==> config.mk <==
export PLATFORM = sky130hd
export DESIGN_NAME = rstctl_top
export DESIGN_NICKNAME = d
export VERILOG_FILES = /design/src/rtl/rstctl_pkg.sv /design/src/rtl/rstctl_sync.sv /design/src/rtl/rstctl_por_timer.sv /design/src/rtl/rstctl_bus_mon.sv /design/src/rtl/rstctl_seq.sv /design/src/rtl/rstctl_top.sv
export SDC_FILE = /design/constraint.sdc
export NUM_CORES = 1
export LEC_CHECK = 0
export BUFFER_PORTS_ARGS = -buffer_cell sky130_fd_sc_hd__buf_2
export CORE_MARGIN = 2
export CORE_UTILIZATION = 53
export CTS_CLUSTER_SIZE = 8
export DETAILED_ROUTE_END_ITERATION = 16
export HOLD_SLACK_MARGIN = 0.03
export PLACE_DENSITY = 0.75
export SYNTH_ARGS = -nofsm -noshare
export SYNTH_HDL_FRONTEND = slang
export SYNTH_HIERARCHICAL = 1
export SYNTH_SLANG_ARGS = --single-unit
==> constraint.sdc <==
create_clock -name clk -period 2 [get_ports clk]
set_input_delay 0.6 -clock clk [delete_from_list [all_inputs] [get_ports clk]]
set_output_delay 0.6 -clock clk [all_outputs]
set_load 0.005 [all_outputs]
==> src/rtl/rstctl_pkg.sv <==
package rstctl_pkg;

  typedef enum logic [2:0] {
    ST_POR_WAIT = 3'd0,
    ST_POR_CNT  = 3'd1,
    ST_RUN      = 3'd2,
    ST_PEND     = 3'd3,
    ST_ASSERT   = 3'd4,
    ST_GAP      = 3'd5
  } rst_state_e;

  localparam int unsigned TMO_SEL_W = 2;

endpackage

==> src/rtl/rstctl_sync.sv <==
module rstctl_sync #(
  parameter int unsigned            WIDTH   = 2,
  parameter int unsigned            STAGES  = 2,
  parameter logic [WIDTH-1:0]       RST_VAL = '0
) (
  input  logic             clk,
  input  logic             rst_n,
  input  logic [WIDTH-1:0] d_i,
  output logic [WIDTH-1:0] q_o
);

  for (genvar b = 0; b < WIDTH; b++) begin : g_bit
    logic [STAGES-1:0] chain_q;
    logic [STAGES-1:0] chain_d;

    always_comb begin
      chain_d = {chain_q[STAGES-2:0], d_i[b]};
    end

    always_ff @(posedge clk or negedge rst_n) begin
      if (!rst_n) chain_q <= {STAGES{RST_VAL[b]}};
      else        chain_q <= chain_d;
    end

    assign q_o[b] = chain_q[STAGES-1];
  end

endmodule

==> src/rtl/rstctl_por_timer.sv <==
module rstctl_por_timer #(
  parameter int unsigned TICKS = 328
) (
  input  logic clk,
  input  logic rst_n,
  input  logic run_i,
  input  logic tick_i,
  output logic done_o
);

  localparam int unsigned CNT_W = $clog2(TICKS + 1);

  logic [CNT_W-1:0] cnt_q;
  logic [CNT_W-1:0] cnt_d;
  logic             cnt_en;

  always_comb begin
    cnt_en = 1'b0;
    cnt_d  = cnt_q;
    if (!run_i) begin
      cnt_en = (cnt_q != '0);
      cnt_d  = '0;
    end else if (tick_i) begin
      cnt_en = 1'b1;
      cnt_d  = cnt_q + CNT_W'(1);
    end
  end

  always_ff @(posedge clk or negedge rst_n) begin
    if (!rst_n)      cnt_q <= '0;
    else if (cnt_en) cnt_q <= cnt_d;
  end

  assign done_o = run_i && tick_i && (cnt_q == CNT_W'(TICKS - 1));

endmodule

==> src/rtl/rstctl_bus_mon.sv <==
module rstctl_bus_mon #(
  parameter int unsigned BASE  = 8,
  parameter int unsigned SEL_W = 2
) (
  input  logic             clk,
  input  logic             rst_n,
  input  logic             arm_i,
  input  logic [SEL_W-1:0] sel_i,
  output logic             expire_o
);

  localparam int unsigned MAX_LIM = BASE << ((1 << SEL_W) - 1);
  localparam int unsigned CNT_W   = $clog2(MAX_LIM) + 1;

  logic [CNT_W-1:0] cnt_q;
  logic [CNT_W-1:0] cnt_d;
  logic [CNT_W-1:0] limit;
  logic             cnt_en;

  assign limit = CNT_W'(BASE) << sel_i;

  always_comb begin
    cnt_en = 1'b0;
    cnt_d  = cnt_q;
    if (!arm_i) begin
      cnt_en = (cnt_q != '0);
      cnt_d  = '0;
    end else if (cnt_q != limit) begin
      cnt_en = 1'b1;
      cnt_d  = cnt_q + CNT_W'(1);
    end
  end

  always_ff @(posedge clk or negedge rst_n) begin
    if (!rst_n)      cnt_q <= '0;
    else if (cnt_en) cnt_q <= cnt_d;
  end

  assign expire_o = arm_i && (cnt_q == (limit - CNT_W'(1)));

endmodule

==> src/rtl/rstctl_seq.sv <==
module rstctl_seq
  import rstctl_pkg::*;
#(
  parameter int unsigned HOLD_CYC = 16,
  parameter int unsigned GAP_CYC  = 2,
  parameter int unsigned SW_HOLD  = 16
) (
  input  logic       clk,
  input  logic       rst_n,
  input  logic       clk_stable_i,
  input  logic       por_done_i,
  input  logic       hw_req_i,
  input  logic       sw_req_i,
  input  logic       bus_busy_i,
  input  logic       opnd_end_i,
  input  logic       tmo_expire_i,
  output rst_state_e st_o,
  output logic       full_rst_o,
  output logic       periph_rst_o,
  output logic       drive_o,
  output logic       lock_o
);

  localparam int unsigned PH_MAX = (HOLD_CYC > GAP_CYC) ? HOLD_CYC : GAP_CYC;
  localparam int unsigned PH_W   = $clog2(PH_MAX + 1);
  localparam int unsigned SW_W   = $clog2(SW_HOLD + 1);

  rst_state_e      st_q, st_d;
  logic [PH_W-1:0] ph_q, ph_d;
  logic [SW_W-1:0] sw_q, sw_d;
  logic            lock_q, lock_d;
  logic            in_timed;

  assign in_timed = (st_q == ST_ASSERT) || (st_q == ST_GAP);

  // next state
  always_comb begin
    st_d   = st_q;
    lock_d = lock_q;
    unique case (st_q)
      ST_POR_WAIT: if (clk_stable_i) st_d = ST_POR_CNT;
      ST_POR_CNT: begin
        if (por_done_i) begin
          st_d   = ST_GAP;
          lock_d = 1'b1;
        end
      end
      ST_RUN: begin
        if (hw_req_i) st_d = bus_busy_i ? ST_PEND : ST_ASSERT;
      end
      ST_PEND: begin
        if (opnd_end_i || tmo_expire_i || !bus_busy_i) st_d = ST_ASSERT;
      end
      ST_ASSERT: if (ph_q == PH_W'(HOLD_CYC - 1)) st_d = ST_GAP;
      ST_GAP:    if (ph_q == PH_W'(GAP_CYC - 1))  st_d = ST_RUN;
      default:   st_d = ST_POR_WAIT;
    endcase
  end

  // phase counter for timed states
  always_comb begin
    if (st_d != st_q)  ph_d = '0;
    else if (in_timed) ph_d = ph_q + PH_W'(1);
    else               ph_d = ph_q;
  end

  // peripheral-only reset stretcher
  always_comb begin
    sw_d = sw_q;
    if (sw_q != '0) begin
      sw_d = sw_q - SW_W'(1);
    end else if ((st_q == ST_RUN) && !hw_req_i && sw_req_i) begin
      sw_d = SW_W'(SW_HOLD);
    end
  end

  always_ff @(posedge clk or negedge rst_n) begin
    if (!rst_n) begin
      st_q   <= ST_POR_WAIT;
      ph_q   <= '0;
      sw_q   <= '0;
      lock_q <= 1'b0;
    end else begin
      st_q   <= st_d;
      ph_q   <= ph_d;
      sw_q   <= sw_d;
      lock_q <= lock_d;
    end
  end

  assign st_o         = st_q;
  assign full_rst_o   = (st_q != ST_RUN) && (st_q != ST_PEND);
  assign drive_o      = (st_q == ST_POR_WAIT) || (st_q == ST_POR_CNT) || (st_q == ST_ASSERT);
  assign periph_rst_o = full_rst_o || (sw_q != '0);
  assign lock_o       = lock_q;

endmodule

==> src/rtl/rstctl_top.sv <==
module rstctl_top
  import rstctl_pkg::*;
#(
  parameter int unsigned POR_TICKS   = 328,
  parameter int unsigned TMO_BASE    = 8,
  parameter int unsigned HOLD_CYC    = 16,
  parameter int unsigned SYNC_STAGES = 2,
  parameter int unsigned SW_HOLD     = 16
) (
  input  logic                 clk,
  input  logic                 por_n,
  input  logic                 clk_stable_i,
  input  logic                 ref_tick_i,
  input  logic                 ext_rst_in_n,
  input  logic                 wdog_rst_i,
  input  logic                 dbl_fault_i,
  input  logic                 clk_loss_i,
  input  logic                 sw_rst_i,
  input  logic                 bus_busy_i,
  input  logic                 opnd_end_i,
  input  logic [TMO_SEL_W-1:0] tmo_sel_i,
  output logic                 full_rst_o,
  output logic                 periph_rst_o,
  output logic                 ext_rst_drive_o,
  output logic                 lock_o
);

  // the pin release gap equals the synchronizer depth so that
  // the block's own drive has left the sense path before it is looked at
  localparam int unsigned GAP_CYC = SYNC_STAGES;

  rst_state_e st;
  logic [1:0] async_src;
  logic [1:0] sync_src;
  logic       hw_req;
  logic       por_done;
  logic       tmo_expire;

  assign async_src = {clk_loss_i, ext_rst_in_n};

  rstctl_sync #(
    .WIDTH  (2),
    .STAGES (SYNC_STAGES),
    .RST_VAL(2'b01)
  ) i_sync (
    .clk  (clk),
    .rst_n(por_n),
    .d_i  (async_src),
    .q_o  (sync_src)
  );

  assign hw_req = wdog_rst_i | dbl_fault_i | ~sync_src[0] | sync_src[1];

  rstctl_por_timer #(
    .TICKS(POR_TICKS)
  ) i_por_timer (
    .clk   (clk),
    .rst_n (por_n),
    .run_i (st == ST_POR_CNT),
    .tick_i(ref_tick_i),
    .done_o(por_done)
  );

  rstctl_bus_mon #(
    .BASE (TMO_BASE),
    .SEL_W(TMO_SEL_W)
  ) i_bus_mon (
    .clk     (clk),
    .rst_n   (por_n),
    .arm_i   (st == ST_PEND),
    .sel_i   (tmo_sel_i),
    .expire_o(tmo_expire)
  );

  rstctl_seq #(
    .HOLD_CYC(HOLD_CYC),
    .GAP_CYC (GAP_CYC),
    .SW_HOLD (SW_HOLD)
  ) i_seq (
    .clk         (clk),
    .rst_n       (por_n),
    .clk_stable_i(clk_stable_i),
    .por_done_i  (por_done),
    .hw_req_i    (hw_req),
    .sw_req_i    (sw_rst_i),
    .bus_busy_i  (bus_busy_i),
    .opnd_end_i  (opnd_end_i),
    .tmo_expire_i(tmo_expire),
    .st_o        (st),
    .full_rst_o  (full_rst_o),
    .periph_rst_o(periph_rst_o),
    .drive_o     (ext_rst_drive_o),
    .lock_o      (lock_o)
  );

endmodule

== Word level (Yosys, flattened, before mapping) ==
Index checks and enable logic that the tools add are counted.

* Add/sub/neg operators: 5
* Eq/ne operators: 15
* Shifts and indexed selects: 1
* Mux-type cells: 20
* Bitwise gates (word level): 4
* Reductions and logical operators: 23

{| class="wikitable"
|+ Operators with widths
! kind !! count
|-
| $mux 3 || 7
|-
| $mux 5 || 4
|-
| $mux 9 || 2
|-
| $pmux 3 s6 || 1
|-
| $mux 7 || 2
|-
| $add 9x1->9 const B || 1
|-
| $eq 9x9->1 const B || 1
|-
| $reduce_bool 9->1 || 1
|-
| $add 7x1->7 const B || 1
|-
| $eq 7x7->1 || 1
|-
| $ne 7x7->1 || 1
|-
| $reduce_bool 7->1 || 1
|-
| $shl 4x2->7 const A || 1
|-
| $sub 7x1->7 const B || 1
|-
| $eq 3x2->1 const B || 2
|-
| $eq 3x3->1 const B || 2
|-
| $logic_and 1x1->1 || 6
|-
| $logic_or 1x1->1 || 6
|-
| $ne 3x2->1 const B || 2
|-
| $reduce_and 2->1 || 3
|-
| $add 5x1->5 const B || 1
|-
| $eq 5x1->1 const B || 1
|-
| $eq 5x4->1 const B || 1
|-
| $reduce_bool 5->1 || 1
|-
| other kinds (10) || 18
|}

* Register bits after elaboration: 34
* Input port bits: 13
* Output and inout bits: 4
* Logic and storage cells: 76

== Logic depth before layout (Yosys ltp) ==
* Word-level depth: 10
* Mapped depth: 10
* Gate-level depth less buffers: 9

== By module ==
Netlist, hierarchy kept.

{| class="wikitable"
|+ By module, submodules not included
! module !! instances !! cells an instance !! area each (µm²) !! seq. area each (µm²)
|-
| rstctl_seq || 1 || 82 || 803.3 || 350.3
|-
| rstctl_bus_mon || 1 || 57 || 523.0 || 175.2
|-
| rstctl_por_timer || 1 || 55 || 518.0 || 225.2
|-
| rstctl_sync || 1 || 6 || 117.6 || 102.6
|-
| rstctl_top || 1 || 3 || 26.3 || 0.0
|}

== Worst setup path before layout ==
No wires, ideal clock.

* Kind: input to register
* From: in tmo_sel_i[1]
* To: reg i_seq.ph_q[0]
* Library setup time: 0.136 ns
* Arrival: 2.222 ns
* Setup slack: -0.358 ns
* Stages: 9
* Path buffers: 0
* Cell sequence: nand2b_1 > o32ai_1 > a22oi_1 > nor4b_1 > nor3b_1 > a32o_2 > nor2_4 > mux2i_2 > nor3_1

* Word-level cells in the longest chain between the ends: 10
* Elaborated cells on any way between the ends: 11
* Those cells by class: 1 x add/sub; 2 x eq/ne; 1 x shift; 3 x mux; 4 x reduce/logical

{| class="wikitable"
|+ Ends and longest elaborated chain
! item !! line !! source
|-
| start: declaration || rstctl_top.sv:21 || <nowiki>input logic [TMO_SEL_W-1:0] tmo_sel_i,</nowiki>
|-
| $shl 4x2->7 * || rstctl_bus_mon.sv:20 || <nowiki>assign limit = CNT_W'(BASE) << sel_i;</nowiki>
|-
| $sub 7x1->7 * || rstctl_bus_mon.sv:39 || <nowiki>assign expire_o = arm_i && (cnt_q == (limit - CNT_W'(1)));</nowiki>
|-
| $eq 7x7->1 * || rstctl_bus_mon.sv:39 ||
|-
| $logic_and 1x1->1 * || rstctl_bus_mon.sv:39 ||
|-
| via tmo_expire || rstctl_top.sv:37 || <nowiki>logic tmo_expire;</nowiki>
|-
| $logic_or 1x1->1 * (2 in series) || rstctl_seq.sv:52 || <nowiki>if (opnd_end_i || tmo_expire_i || !bus_busy_i) st_d = ST_ASSERT;</nowiki>
|-
| $mux 3 * || rstctl_seq.sv:52 ||
|-
| $pmux 3 s6 * || rstctl_seq.sv:40 || <nowiki>unique case (st_q)</nowiki>
|-
| $ne 3x3->1 * || rstctl_seq.sv:62 || <nowiki>if (st_d != st_q) ph_d = '0;</nowiki>
|-
| $mux 5 or $reduce_bool 2->1 (tied branches) || n/a ||
|-
| end signal: assignment || rstctl_seq.sv:85 || <nowiki>ph_q <= ph_d;</nowiki>
|-
| end: declaration || rstctl_seq.sv:29 || <nowiki>logic [PH_W-1:0] ph_q, ph_d;</nowiki>
|}

Mark *: on every way through the listed nets, which the timed path passes. The rest lies on a longest branch.
A chain may end at the register's enable or synchronous reset.

== Worst setup path in the final report ==
* From: reg i_bus_mon.cnt_q[5]
* To: reg i_seq.ph_q[3]

* Word-level cells in the longest chain between the ends: 8
* Elaborated cells on any way between the ends: 9
* Those cells by class: 2 x eq/ne; 3 x mux; 4 x reduce/logical

{| class="wikitable"
|+ Ends and longest elaborated chain
! item !! line !! source
|-
| start: declaration || rstctl_bus_mon.sv:15 || <nowiki>logic [CNT_W-1:0] cnt_q;</nowiki>
|-
| start signal: assignment || rstctl_bus_mon.sv:36 || <nowiki>else if (cnt_en) cnt_q <= cnt_d;</nowiki>
|-
| $eq 7x7->1 * || rstctl_bus_mon.sv:39 ||
|-
| $logic_and 1x1->1 * || rstctl_bus_mon.sv:39 ||
|-
| via tmo_expire || rstctl_top.sv:37 ||
|-
| $logic_or 1x1->1 * (2 in series) || rstctl_seq.sv:52 ||
|-
| $mux 3 * || rstctl_seq.sv:52 ||
|-
| $pmux 3 s6 * || rstctl_seq.sv:40 ||
|-
| $ne 3x3->1 * || rstctl_seq.sv:62 ||
|-
| $mux 5 or $reduce_bool 2->1 (tied branches) || n/a ||
|}

Marked as above.

==> out/qor.yml <==
synthesis:
  synth-seq-cells: 34
  syn_nets: 224
  synth_async_sr_flop_share_pct: 100
  avgSynthCellArea_sq_um: 9.79
  yosysWarnings: 6
  syn_area_sq_um: 1990
  synth.distinct_cells: 55
  synth_ff_type: "dfrtp_1"
  ys_seq_area_share_pct: 42.9
  postSynthCellCount: 203
  synth_enable_flop_cells: 0
timing:
  hold_ws_ns: 0.322
  tightest_slew_ns: 0.420
  slew_headroom_pct: 72.0
  finalSetupViolCount: 5
  setup_tns_ns: -0.955
  clock_skew_ns: 0.0124
  setup_slack_ns: -0.207
  fmax_ghz: 0.453
  min_period_ns: 2.21
  slew_viol_final: 0
  finalHoldViolCount: 0
  timing.final.crit_share_pct: 110
  rsz0062_at_grt: "yes"
routing:
  wl_um: 4100
  ant_nets: 0
  vias: 1624
  via_per_inst: 5.38
  drtIter0Drc: 64
  wire_per_inst_um: 13.6
  drcViolationCount: 0
  drt_first_pass_iters: 4
critical_path:
  r2r_slack_ns: -0.21
  rr_worst_depth: 9
  worstPathArrival_ns: 2.38
  cp.required_ns: 2.17
  worstSetupEndpointType: "flip-flop"
  critPathLaunchType: "flip-flop"
  crit_type: "flip-flop to flip-flop"
  cp_max_fo: 5
global_routing:
  grt_overflow: 0
  grt_use_met3_pct: 5.99
  grt_util_met1_pct: 27.2
  busiest_layer: "met2"
  first_global_vias: 1581
  grt_max_degree: 35
  grt_pass1_wl_um: 6990
  antenna_found_initial: 0
  grt.total_usage_pct: 22.0
  use_met2_pct: 36.1
cts:
  insertion_delay_ns: 0.29
  cts_buffer_depth: 2
  cts_root_buffer: "clkbuf_8"
  cts_tree: "yes"
  clk_pin_slew_ns: 0.08
  cts_inserted_buffers: 5
  h-tree-depth: 2
  cts.sinks: 34
power:
  power.density_nw_per_um2: 1100
  peakVddDrop_v: 0.000753
  total_power_mw: 2.82
  p_leak_nw: 1.13
cells_and_area:
  antenna_cells: 0
  mostFrequentLayoutCells: "buf_4 (35), dfrtp_1 (30), nand2_1 (18)"
  fin_area_sq_um: 2570
  drive_gt1_share_pct: 36.2
  layout_commonest_cell: "buf_4"
  final_nets: 274
  syn_to_final_growth_pct: 29.1
placed_design:
  portBuffers: 16
  place.gp.congestion: 0.805
  place_worst_setup_slack_ns: -0.624
  dpl_cell_area_sq_um: 2320
  dpl.hpwl_um: 2950
floorplanning:
  num_rows: 22
  initial_core_util_pct: 54.7
  die_y_um: 65.2
  die_area_sq_um: 4260
  fp.coreArea_sq_um: 3630
  pin_count: 17
  die_x_um: 65.2
job:
  maxCapViolCount: 0
min_path:
  hold_path_class: "primary input to async pin"
run_status:
  violations: "setup timing"
  status: "finished with violations"
-- per-layer routing --
layer / share of wire (%) / up-vias
li1: - / 812
met1: 45 / 776
met2: 50 / 29
met3: 3.5 / 7
met4: 1.7 / 0
met5: 0 / -
-- synth_stat cells (2+ instances only) --
master	number	area (sq um)
dfrtp_1	32	801
nand2_1	19	71.3
inv_1	13	48.8
nor3_1	12	60.1
nand3_1	11	55.1
nor2_1	11	41.3
xnor2_1	10	87.6
ha_1	8	100
o21ai_0	7	35.0
and2_1	5	31.3
nand2b_1	5	31.3
nand4_1	5	31.3
a21boi_0	4	30.0
a21oi_1	3	15.0
buf_4	3	22.5
mux2i_1	3	30.0
nor3b_1	3	22.5
or3_1	3	18.8
xor2_1	3	26.3
a2111oi_2	2	30.0
buf_2	2	10.0
dfstp_2	2	52.6
nor2_4	2	22.5
nor4b_1	2	17.5
o31a_1	2	17.5
or4b_1	2	20.0
-- critical path: stages, from the launching register on --
cell,delay (ns)
dfrtp_2,0.46
buf_4,0.16
o32ai_4,0.21
a22oi_2,0.09
nor4b_2,0.26
nor3b_2,0.09
a32o_2,0.30
nor2_4,0.12
mux2i_4,0.33
nor3_1,0.08
-- final cells by class --
| type | instances | area (sq um) |
|---|---|---|
| Clock buffer | 5 | 68.8 |
| Clock inverter | 3 | 68.8 |
| Tap cell | 48 | 60.1 |
| Fill cell | 286 | 1070 |
| Sequential cell | 34 | 856 |
| Multi-Input combinational cell | 148 | 1120 |
| Inverter | 13 | 48.8 |
| Timing Repair Buffer | 51 | 349 |
-- where the power goes --
| group | leakage, nW | switching, mW | internal, mW |
|---|---|---|---|
| Combinational | 0.620 | 0.582 | 0.557 |
| Clock | 0.0683 | 0.268 | 0.499 |
| Sequential | 0.441 | 0.0911 | 0.824 |
| Total | 1.13 | 0.942 | 1.88 |
-- state kept, by name, summed over array words and instances (netlist names) --
| name | flops |
|---|---|
| i_por_timer/cnt_q | 9 |
| i_bus_mon/cnt_q | 7 |
| i_seq/ph_q | 5 |
| i_seq/sw_q | 5 |
| i_sync/g_bit.chain_q | 4 |
| i_seq/st_o | 3 |
| i_seq/lock_o | 1 |
-- kinds of logic (layout without fill, tap and decap cells) --
logic type | count (synthesis) | count (layout) | synth area share, %
buf+inv | 21 | 72 | 5.54
flops | 34 | 34 | 42.9
fa+ha+maj | 8 | 8 | 5.03
xor+xnor | 13 | 13 | 5.73
simple gates | 91 | 91 | 26.0
compound gates | 32 | 32 | 12.6
mux | 4 | 4 | 2.20
-- path summary, 6_finish.rpt --
check                                                 from                         end
worst min register to register  i_sync/g_bit[0].chain_q[0]  i_sync/g_bit[0].chain_q[1]
worst max register to register          i_bus_mon/cnt_q[5]               i_seq/ph_q[3]
worst max-delay path                    i_bus_mon/cnt_q[5]               i_seq/ph_q[3]
max in group asynchronous                            por_n  i_sync/g_bit[0].chain_q[0]
worst min-delay path                                 por_n        i_por_timer/cnt_q[6]
min in group clk                i_sync/g_bit[0].chain_q[0]  i_sync/g_bit[0].chain_q[1]
-- timing repair --
action / CTS / global route
setup endpoints to repair: 7 / 6
gates cloned: 0 / 0
pin swaps: 0 / 5
hold buffers: 0 / 0
gates resized for setup: 9 / 7
setup buffers: 0 / 4
-- through the flow --
step	utilization (%)	instances
after floorplan	-	203
after global placement	63.9	290
after detailed placement	63.9	290
after CTS	69.2	298
after global routing	70.7	302
final	70.7	302
Note: power is estimated with default switching activity, not from simulation.
